[src/rtl/dma_run_pkg.sv]
package dma_run_pkg;
  localparam int REG_W        = 8;
  localparam int CTRL_EN_BIT  = 7;
  localparam int CTRL_ERR_BIT = 6;
  localparam int CTRL_ST_BIT  = 0;
  localparam int HOLD_ADDR    = 4;
  localparam int CNT_BASE     = 8;

  typedef struct packed {
    logic en;
    logic err;
    logic start;
    logic pend;
  } chan_stat_t;
endpackage

[src/rtl/dma_chan_ctl.sv]
module dma_chan_ctl
  import dma_run_pkg::*;
#(
  parameter int CNT_W    = 8,
  parameter int STOP_LAT = 2
) (
  input  logic             clk,
  input  logic             rst_n,
  input  logic             ctrl_we,
  input  logic             cnt_we,
  input  logic [REG_W-1:0] wdata,
  input  logic             hold,
  input  logic             presented,
  input  logic             word_done,
  output logic             req,
  output chan_stat_t       stat,
  output logic [CNT_W-1:0] count,
  output logic             done_irq
);
  localparam int AGE_W = (STOP_LAT > 1) ? $clog2(STOP_LAT) : 1;
  localparam logic [AGE_W-1:0] AGE_LAST = AGE_W'(STOP_LAT - 1);

  logic en_q, err_q, start_q, pend_q;
  logic [AGE_W-1:0] age_q;
  logic abort, soft_stop, kick, finish, stop_ok, has_more;

  // enable cleared while busy still reads 1: immediate reset of the channel
  assign abort     = ctrl_we && !wdata[CTRL_EN_BIT] && start_q;
  assign soft_stop = ctrl_we && wdata[CTRL_EN_BIT] && !wdata[CTRL_ST_BIT] && start_q && !pend_q;
  assign kick      = ctrl_we && wdata[CTRL_EN_BIT] && wdata[CTRL_ST_BIT] && !start_q && (count != '0);
  assign finish    = word_done && start_q && (count == CNT_W'(1));
  // the stop completes once the latency has run out and no word is on offer
  assign stop_ok   = pend_q && (age_q == AGE_LAST) && !presented;
  // look ahead past the word on offer so a lone channel runs at full rate
  assign has_more  = presented ? (count > CNT_W'(1)) : (count != '0);
  assign req       = en_q && start_q && !pend_q && !hold && has_more;

  always_ff @(posedge clk) begin
    if (!rst_n) begin
      en_q     <= 1'b0;
      err_q    <= 1'b0;
      start_q  <= 1'b0;
      pend_q   <= 1'b0;
      age_q    <= '0;
      count    <= '0;
      done_irq <= 1'b0;
    end else begin
      done_irq <= 1'b0;
      if (ctrl_we) en_q <= wdata[CTRL_EN_BIT];

      if (abort) err_q <= 1'b1;
      else if (ctrl_we && wdata[CTRL_ERR_BIT]) err_q <= 1'b0;

      if (cnt_we) count <= CNT_W'(wdata);
      else if (word_done && count != '0) count <= count - CNT_W'(1);

      if (abort) begin
        start_q <= 1'b0;
        pend_q  <= 1'b0;
        age_q   <= '0;
      end else if (finish) begin
        start_q  <= 1'b0;
        pend_q   <= 1'b0;
        age_q    <= '0;
        done_irq <= 1'b1;
      end else if (pend_q) begin
        if (stop_ok) begin
          start_q <= 1'b0;
          pend_q  <= 1'b0;
          age_q   <= '0;
        end else if (age_q != AGE_LAST) begin
          age_q <= age_q + AGE_W'(1);
        end
      end else if (soft_stop) begin
        pend_q <= 1'b1;
        age_q  <= '0;
      end else if (kick) begin
        start_q <= 1'b1;
      end
    end
  end

  assign stat = '{en: en_q, err: err_q, start: start_q, pend: pend_q};
endmodule

[src/rtl/dma_prio_arb.sv]
module dma_prio_arb #(
  parameter int NUM_CH = 4,
  localparam int CH_W  = (NUM_CH > 1) ? $clog2(NUM_CH) : 1
) (
  input  logic              clk,
  input  logic              rst_n,
  input  logic [NUM_CH-1:0] req,
  input  logic              out_ready,
  output logic              out_valid,
  output logic [CH_W-1:0]   out_chan
);
  logic [CH_W-1:0] pick;
  logic            any;

  // lowest index wins: scan downward so the last hit is the smallest
  always_comb begin
    pick = '0;
    any  = |req;
    for (int i = NUM_CH - 1; i >= 0; i--) begin
      if (req[i]) pick = CH_W'(i);
    end
  end

  always_ff @(posedge clk) begin
    if (!rst_n) begin
      out_valid <= 1'b0;
      out_chan  <= '0;
    end else if (!out_valid || out_ready) begin
      out_valid <= any;
      if (any) out_chan <= pick;
    end
  end
endmodule

[src/rtl/dma_run_ctrl.sv]
module dma_run_ctrl
  import dma_run_pkg::*;
#(
  parameter int NUM_CH   = 4,
  parameter int CNT_W    = 8,
  parameter int STOP_LAT = 2,
  parameter int ADDR_W   = 4,
  localparam int CH_W    = (NUM_CH > 1) ? $clog2(NUM_CH) : 1
) (
  input  logic              clk,
  input  logic              rst_n,
  input  logic              wr_en,
  input  logic [ADDR_W-1:0] wr_addr,
  input  logic [REG_W-1:0]  wr_data,
  input  logic [ADDR_W-1:0] rd_addr,
  output logic [REG_W-1:0]  rd_data,
  output logic              xfer_valid,
  output logic [CH_W-1:0]   xfer_chan,
  input  logic              xfer_ready,
  output logic [NUM_CH-1:0] irq_done
);
  chan_stat_t              stat [NUM_CH];
  logic [CNT_W-1:0]        cnt  [NUM_CH];
  logic [NUM_CH-1:0]       req;
  logic [NUM_CH-1:0]       hold_q;
  logic [NUM_CH-1:0]       start_vec, pend_vec, err_vec;

  always_ff @(posedge clk) begin
    if (!rst_n) hold_q <= '0;
    else if (wr_en && wr_addr == ADDR_W'(HOLD_ADDR)) hold_q <= wr_data[NUM_CH-1:0];
  end

  for (genvar g = 0; g < NUM_CH; g++) begin : g_ch
    logic on_offer;
    assign on_offer = xfer_valid && (xfer_chan == CH_W'(g));

    dma_chan_ctl #(.CNT_W(CNT_W), .STOP_LAT(STOP_LAT)) u_ch (
      .clk      (clk),
      .rst_n    (rst_n),
      .ctrl_we  (wr_en && wr_addr == ADDR_W'(g)),
      .cnt_we   (wr_en && wr_addr == ADDR_W'(CNT_BASE + g)),
      .wdata    (wr_data),
      .hold     (hold_q[g]),
      .presented(on_offer),
      .word_done(on_offer && xfer_ready),
      .req      (req[g]),
      .stat     (stat[g]),
      .count    (cnt[g]),
      .done_irq (irq_done[g])
    );

    assign start_vec[g] = stat[g].start;
    assign pend_vec[g]  = stat[g].pend;
    assign err_vec[g]   = stat[g].err;
  end

  dma_prio_arb #(.NUM_CH(NUM_CH)) u_arb (
    .clk      (clk),
    .rst_n    (rst_n),
    .req      (req),
    .out_ready(xfer_ready),
    .out_valid(xfer_valid),
    .out_chan (xfer_chan)
  );

  always_comb begin
    rd_data = '0;
    if (rd_addr == ADDR_W'(HOLD_ADDR)) rd_data = REG_W'(hold_q);
    for (int i = 0; i < NUM_CH; i++) begin
      if (rd_addr == ADDR_W'(i)) begin
        rd_data[CTRL_EN_BIT]  = stat[i].en;
        rd_data[CTRL_ERR_BIT] = stat[i].err;
        rd_data[CTRL_ST_BIT]  = stat[i].start;
      end
      if (rd_addr == ADDR_W'(CNT_BASE + i)) rd_data = REG_W'(cnt[i]);
    end
  end
endmodule

[config.mk]
export PLATFORM = sky130hd
export DESIGN_NAME = dma_run_ctrl
export DESIGN_NICKNAME = d
export VERILOG_FILES = /design/src/rtl/dma_run_pkg.sv /design/src/rtl/dma_chan_ctl.sv /design/src/rtl/dma_prio_arb.sv /design/src/rtl/dma_run_ctrl.sv
export SDC_FILE = /design/constraint.sdc
export NUM_CORES = 1
export LEC_CHECK = 0
export ABC_AREA = 1
export BUFFER_PORTS_ARGS = -buffer_cell sky130_fd_sc_hd__clkbuf_2
export CORE_UTILIZATION = 55
export CTS_CLUSTER_SIZE = 30
export DETAILED_ROUTE_END_ITERATION = 7
export HOLD_SLACK_MARGIN = 0.02
export PLACE_DENSITY = 0.75
export SLEW_MARGIN = 25
export SYNTH_ARGS = -nofsm -noshare
export SYNTH_HDL_FRONTEND = slang
export SYNTH_SLANG_ARGS = --single-unit
[constraint.sdc]
create_clock -name clk -period 1.9 [get_ports clk]
set_clock_uncertainty 0.1 [all_clocks]
set_input_delay 0.19 -clock clk [delete_from_list [all_inputs] [get_ports clk]]
set_output_delay 0.19 -clock clk [all_outputs]
set_load 0.05 [all_outputs]
; ---- Word-level counts from Yosys, hierarchy flattened
; Cells that the tools add are included.
[word_totals]
elab_cells = 310
ff_bits = 63
out_inout_bits = 15
in_bits = 20
[op_classes]
muxes = 85
bitwise = 1
order_cmp = 4
n_reduce_logical = 150
n_addsub = 8
n_eq_ne = 31
[op_table]
columns = op, n
row1 = $mux 8, 12
row2 = $logic_and 1x1->1, 93
row3 = $mux 1, 64
row4 = $eq 4x4->1 const B, 8
row5 = $eq 8x1->1 const B, 4
row6 = $gt 8x1->1 const B, 4
row7 = $reduce_bool 2->1, 16
row8 = $reduce_bool 8->1, 4
row9 = $sub 8x1->8 const B, 4
row10 = $logic_not 1->1, 19
row11 = $eq 4x2->1 const B, 4
row12 = $mux 2, 8
row13 = $reduce_and 3->1, 4
row14 = $reduce_or 3->1, 4
row15 = $eq 4x1->1 const B, 2
row16 = $eq 4x3->1 const B, 2
row17 = $logic_not 4->1, 2
row18 = $ne 2x1->1 const B, 4
row19 = $ne 2x2->1 const B, 4
row20 = $reduce_or 2->1, 4
row21 = $add 1x1->1 const B, 4
row22 = $eq 2x2->1 const B, 2
row23 = $mux 4, 1
row24 = $reduce_or 4->1, 1
row25 = 5 further kinds, 5

; ---- Depth between registers and ports, before layout
; Gate-level depths: netlist of run 1.
[logic_depth]
word_depth = 10
depth_mapped = 12
mapped_depth_nobuf = 12

; ---- Modules after synthesis
; From an unflattened synthesis of run 1, not the netlist that was laid out.
[hier_totals]
cells_unflattened = 703
hier_area_um2 = 4433.0
[modules_own_cells]
columns = module, instances, cells_each, area_per_inst_um2, seq_area_each_um2
row1 = dma_chan_ctl, 4, 135, 898.4, 280.3
row2 = dma_run_ctrl, 1, 138, 683.2, 80.1
row3 = dma_prio_arb, 1, 25, 156.4, 60.1

; ---- Worst setup path after synthesis of run 1
; No wires, ideal clock.
[synth_timing]
kind = input port to output port
from = in rd_addr[3]
to = out rd_data[4]
required_time_ns = 1.610
slack_ns = -0.243
n_path_buf = 0
cell_stages = 6
arrival_time_ns = 1.853
path_cell_list = inv_1 nor2_1 inv_1 nor2_1 inv_1 o21ai_0
[synth_between]
elab_chain_cells = 5
word_cells_on_any_way = 8
classes_between = eq/ne (4) / mux (4)
[synth_lines]
columns = element, line
row1 = "start, declared", dma_run_ctrl.sv:15  ; input logic [ADDR_W-1:0] rd_addr,
row2 = $eq 4x4->1, dma_run_ctrl.sv:75  ; if (rd_addr == ADDR_W'(CNT_BASE + i)) rd_data = REG_W'(cnt[i]);
row3 = $mux 8 (3 in a row), dma_run_ctrl.sv:75
row4 = $mux 8 (*), dma_run_ctrl.sv:75
row5 = "end, declared", dma_run_ctrl.sv:16  ; output logic [REG_W-1:0] rd_data,
; Every way passes the cells marked *; elsewhere a longest branch is shown, timed or not.

; ---- Final worst setup path of run 1
[layout_timing]
from = reg g_ch[0].u_ch.count[7]
to = out rd_data[7]
[layout_between]
elab_chain_cells = 7
[layout_lines]
columns = element, line
row1 = "start, declared", dma_chan_ctl.sv:17  ; output logic [CNT_W-1:0] count,
row2 = "start signal, assigned", dma_chan_ctl.sv:54  ; if (cnt_we) count <= CNT_W'(wdata);
row3 = "start signal, assigned", dma_chan_ctl.sv:55  ; else if (word_done && count != '0) count <= count - CNT_W'(1);
row4 = $mux 8, dma_run_ctrl.sv:75
row5 = $mux 2, dma_run_ctrl.sv:70  ; if (rd_addr == ADDR_W'(i)) begin
row6 = $mux 8, dma_run_ctrl.sv:75
row7 = $mux 2, dma_run_ctrl.sv:70
row8 = $mux 8, dma_run_ctrl.sv:75
row9 = $mux 2, dma_run_ctrl.sv:70
row10 = $mux 8, dma_run_ctrl.sv:75
; Every way passes these cells.

==> run summary, run 1 <==
status -> finished clean
share of cells above drive strength 1 -> 0.197
minimum clock period -> 1820 ps
HPWL after DPL -> 9.06 mm
Worst Hold Launch -> wr_data[5]
PD cells -> 620 mW/mm^2
Initial Util -> 0.575
drt pass-1 iters -> 5
die area -> 0.00748 sq mm
MaxCap Viol Count -> 0
initial antenna violation count -> 0
Yosys top cell area share -> 0.321
sequential share of the synthesized area -> 0.321
area taken by multi-input logic gates -> 0.00231 sq mm
total power -> 2.83 mW
Routed Antenna Nets -> 0
largest net degree at the start of global routing -> 22
# nets final -> 679
Total GRT Usage -> 0.340
GR peak layer -> met2
P&R area growth vs syn -> 16.3%
DR DRC count -> 0
unrepaired setup endpoints after global routing -> true
row count -> 30
Tcrit/Tclk final -> 0.958
Core Area -> 0.00683 sq mm
Yosys cell types -> 37
PortBufs -> 34
WL/cell -> 16.0 um
WP data required -> 1610 ps
Syn Std Cell Area -> 0.00393 sq mm
htree depth -> 3
Synth Instances -> 601
Placed Area -> 0.00427 sq mm
Place WS -> 88.7 ps
met2 GRT Util -> 0.565
start point of the critical path -> g_ch[0].u_ch.count[7]
total CTS buffers -> 9
Fin. Hold Viols -> 0
worst setup margin -> 80.2 ps
1st-iter DRT viols -> 437
Final Instance Area -> 0.00457 sq mm
EDFF count, synth -> 0
reg2reg start -> g_ch[1].u_ch.count[0]
Worst Tran Pin Value -> 391 ps
register area -> 0.00126 sq mm
Slew headroom -> 0.739
worst endpoint data arrival time -> 1530 ps
vias in the first global route -> 4027
global routing usage on met3 -> 0.0686
Lkg Pwr -> 1.91 nW
Synthesis Warnings -> 0
clk buf depth -> 2
total grt overflow -> 0
Worst Setup Start Kind -> flip-flop
Max Freq -> 550 MHz
DR vias/cell -> 5.73
net count after synthesis -> 629
Max Slew Vio Count -> 0
type of the most critical hold path -> in -> reg
ys async rst share -> 0
Fillers -> 617
drt total wl -> 12.0 mm
gpl congestion -> 0.973
Die W -> 86.5 um
Die Height -> 86.5 um
post-synthesis register bit count -> 63
antenna cell count -> 0
largest area contributor in the netlist -> dfxtp_1
Clock Sinks -> 63
Max FO, Critical Path -> 4
CTS tree -> built
CP Capture Type -> primary output
R2R Setup Slk -> 100 ps
peak supply drop -> 0.000495 V
Ports -> 35
most frequent cells in the layout -> nand2_1, inv_1, dfxtp_1
final setup vio count -> 0
vias -> 4302
met1 GRT Util -> 0.426
Main synth FF type -> dfxtp_1
commonest non-fill, non-tap cell in the layout -> nand2_1
Clock Pin Slew Worst Setup and Hold Paths -> 70 ps
first-pass GRT wire length -> 19.3 mm
clk_lat worst skew -> 350 ps
Syn Area/Cell -> 6.53 sq um
Clock Tree Root -> clkbuf_8
critical path class -> reg -> out
ranking of synthesized cells by area -> dfxtp_1, nand2_1, inv_1
[where the power goes]
part           internal (mW)  switching, mW
logic                 0.0868          0.199
clock network          0.663          0.537
registers               1.33         0.0139
total                   2.08          0.750
[cells in the mapped netlist, types with 9 or more instances]
cell type / n
a21oi_1: 40
inv_1: 85
nand4_1: 18
dfxtp_1: 63
inv_2: 11
nor3_1: 18
xor2_1: 10
nor2_1: 59
nand2_1: 142
nand3_1: 34
nor2_4: 9
o21ai_0: 21
a31oi_1: 22
[layout make-up]
cell class	instances	area share
clock buffers	11	0.0331
clock inverters	4	0.00986
inverters	98	0.0808
multi-input cells	429	0.505
flip-flops and latches	63	0.277
well taps	96	0.0263
repair buffers	50	0.0685
[worst max-delay path: stages (launching register included)]
cell and delay [ps]:
dfxtp_1 380, inv_1 100, o2111ai_1 260, a21oi_1 60, nand4_1 90, clkbuf_2 280
[kinds of logic after synthesis]
group                    synth area share
XOR/XNOR                           0.0223
AO/OA/AOI/OAI                       0.165
AND/OR/NAND/NOR                     0.357
flip-flops                          0.321
adder cells (fa/ha/maj)            0.0255
buffers and inverters               0.109
[metal layers]
layer  up-vias  wire length, um
met5         -                0
met4         0              380
met3        39              906
met2       184             5730
met1      2014             5030
li1       2065                -
[worst paths after layout]
check                           to  cells after the start
max                     rd_data[7]                      5
min          g_ch[1].u_ch.count[5]                      3
max reg2reg      u_arb.out_chan[0]                     11
min reg2reg     g_ch[0].u_ch.age_q                      2
[metrics by stage]
step / util / std cells / TNS (ps) / hold slack [ps]
after detailed placement: 0.625 / 733 / 0 / 359
final: 0.669 / 751 / 0 / 84.0
after CTS: 0.657 / 749 / 0 / 76.8
after global routing: 0.669 / 751 / -36.3 / 94.7
after global placement: 0.625 / 733 / 0 / 358
after floorplan: - / 601 / -486 / 257
[state kept, by name (all words and copies together) (netlist names), 2 cells and up]
signal	count
g_ch.u_ch.count	32
g_ch.u_ch.en_q	4
g_ch.u_ch.age_q	4
u_arb.out_chan	2
g_ch.u_ch.err_q	4
g_ch.u_ch.done_irq	4
hold_q	4
g_ch.u_ch.pend_q	4
g_ch.u_ch.start_q	4
[repair_timing]
action / 4_1_cts / 5_1_grt
hold buffers: 1 / 0
endpoints found under the setup margin: 2 / 16
setup buffers: 0 / 2
pin swaps: 1 / 1
resized for setup: 3 / 27
endpoints found under the hold margin: 1 / 0
No activity file was read; power rests on OpenSTA's default activity.
==> run 2, diff against run 1 <==
- CORE_ASPECT_RATIO: unset -> 2
- HOLD_SLACK_MARGIN: 0.02 -> unset
==> run 2 against run 1 <==
Compared with the run above:
- global-route usage up 2.7 points
- register-to-register slack better by 20 ps
- total power rose by 18%
- utilization grew 0.30 points
- design area increased by 2.1%
- die area is 0.27% higher
- worst hold slack got worse by 51 ps
- clock-buffer cell count up 2
- largest power group is now clock
==> run summary, run 2 (same netlist as run 1, synthesis figures left out) <==
status -> finished clean
Max FO, Critical Path -> 4
Ports -> 35
minimum clock period -> 1850 ps
Core Area -> 0.00694 sq mm
Largest register FFs -> 32
reg2reg start -> g_ch[3].u_ch.count[1]
CTS tree -> built
Routed Antenna Nets -> 0
final setup vio count -> 0
Hold EP -> g_ch[0].u_ch.count[6]
Clock Sinks -> 63
Sw Pwr -> 0.802 mW
vias in the first global route -> 4198
P_int -> 2.54 mW
Clock Tree Root -> clkbuf_16
Place WS -> 62.3 ps
MaxCap Viol Count -> 0
clk buf depth -> 2
Worst Hold Launch -> wr_data[6]
Tcrit/Tclk final -> 0.975
gpl congestion -> 0.978
Reg power frac -> 0.404
antenna cell count -> 0
PortBufs -> 34
type of the most critical hold path -> in -> reg
drt pass-1 iters -> 5
Clock Pin Slew Worst Setup and Hold Paths -> 50 ps
Total GRT Usage -> 0.366
sw frac -> 0.240
htree depth -> 3
CP Capture Type -> primary output
Fillers -> 633
R2R Setup Slk -> 120 ps
HPWL after DPL -> 9.47 mm
hold depth -> 3
WP data required -> 1610 ps
Die Height -> 122 um
post-route insts no fill -> 747
placed instance count -> 727
combinational power share -> 0.085
total grt overflow -> 0
1st-iter DRT viols -> 282
most flop-heavy register -> g_ch.u_ch.count
# nets final -> 680
PD cells -> 717 mW/mm^2
clk_lat worst skew -> 340 ps
Max Slew Vio Count -> 0
critical path class -> reg -> out
die area -> 0.00750 sq mm
Slew headroom -> 0.698
DR vias/cell -> 5.71
worst setup margin -> 46.7 ps
share of cells above drive strength 1 -> 0.186
row count -> 43
total CTS buffers -> 9
peak supply drop -> 0.000597 V
clock share of power -> 0.510
Fin. Hold Viols -> 0
most frequent cells in the layout -> nand2_1, inv_1, dfxtp_1
DR DRC count -> 0
Lkg Pwr -> 1.95 nW
Max Freq -> 540 MHz
vias -> 4269
initial antenna violation count -> 0
P&R area growth vs syn -> 18.7%
first-pass GRT wire length -> 19.6 mm
commonest non-fill, non-tap cell in the layout -> nand2_1
WL/cell -> 16.7 um
Initial Util -> 0.566
largest net degree at the start of global routing -> 25
worst endpoint data arrival time -> 1560 ps
Worst Tran Pin Value -> 449 ps
drt total wl -> 12.5 mm
R2R Path End -> u_arb.out_chan[0]
Worst Setup Start Kind -> flip-flop
r2r worst-path depth -> 12
Die W -> 61.8 um
[run 2: cell count changes in the layout (fill, tap and decap cells not counted), sizes merged]
cell    change
clkinv      -1
buf         +2
clkbuf      +1
[run 2: timing repair]
action	in CTS	in global routing
resized for setup	2	25
gates cloned	0	0
pin swaps	0	4
setup buffers	0	3
setup endpoints to repair	2	12
endpoints found under the hold margin	1	0
hold buffers	1	0
[run 2: worst max-delay path, cell delays in order, from the launching register on]
cell,delay [ps]
dfxtp_2,340
inv_2,60
buf_6,110
nor2_1,50
nor2_1,130
nand3_1,110
nor2_1,130
o2111ai_2,130
buf_6,180
[run 2: per-layer routing]
| layer | up-vias | global-route usage | routed length, um |
|---|---|---|---|
| li1 | 2072 | - | - |
| met1 | 1944 | 0.398 | 4900 |
| met5 | - | 0 | 0 |
| met4 | 0 | 0.326 | 920 |
| met2 | 194 | 0.556 | 5950 |
| met3 | 59 | 0.0928 | 731 |
[run 2: power by group through the flow]
stage	sequential, mW	combinational [mW]	clock [mW]
floorplan	1.37	0.167	0
global placement	1.38	0.265	0
detailed placement	1.38	0.269	0
CTS	1.35	0.272	1.73
global route	1.35	0.311	1.78
finish	1.35	0.286	1.71
[run 2: metrics by stage]
step	total power, mW	setup TNS [ps]	util	hold slack, ps	instance area, sq um
2_1_floorplan	1.54	-486	-	257	3930
5_1_grt	3.44	-5.26	0.672	59.8	4660
4_1_cts	3.35	0	0.659	33.9	4580
3_3_place_gp	1.64	0	0.612	326	4250
3_5_place_dp	1.65	0	0.612	332	4250
6_report	3.34	0	0.672	33.3	4660
[run 2: cell type report]
type / count / area [sq um] / share of cell area
Multi-Input combinational cell: 429 / 2290 / 0.491
Sequential cell: 63 / 1270 / 0.272
Inverter: 98 / 369 / 0.0792
Timing Repair Buffer: 51 / 315 / 0.0676
Clock buffer: 13 / 270 / 0.0580
Tap cell: 90 / 113 / 0.0241
Clock inverter: 3 / 40.0 / 0.00859
[run 2: worst max path at each step]
stage	startpoint	slack [ps]	to
5_1_grt	g_ch[0].u_ch.count[0]	-5	rd_data[0]
4_1_cts	g_ch[0].u_ch.count[0]	4	rd_data[0]
6_report	g_ch[0].u_ch.count[0]	50	rd_data[0]
2_1_floorplan	rd_addr[3]	-240	rd_data[4]
3_5_place_dp	g_ch[1].u_ch.count[0]	60	u_arb.out_chan[0]
3_3_place_gp	g_ch[1].u_ch.count[0]	90	u_arb.out_chan[0]
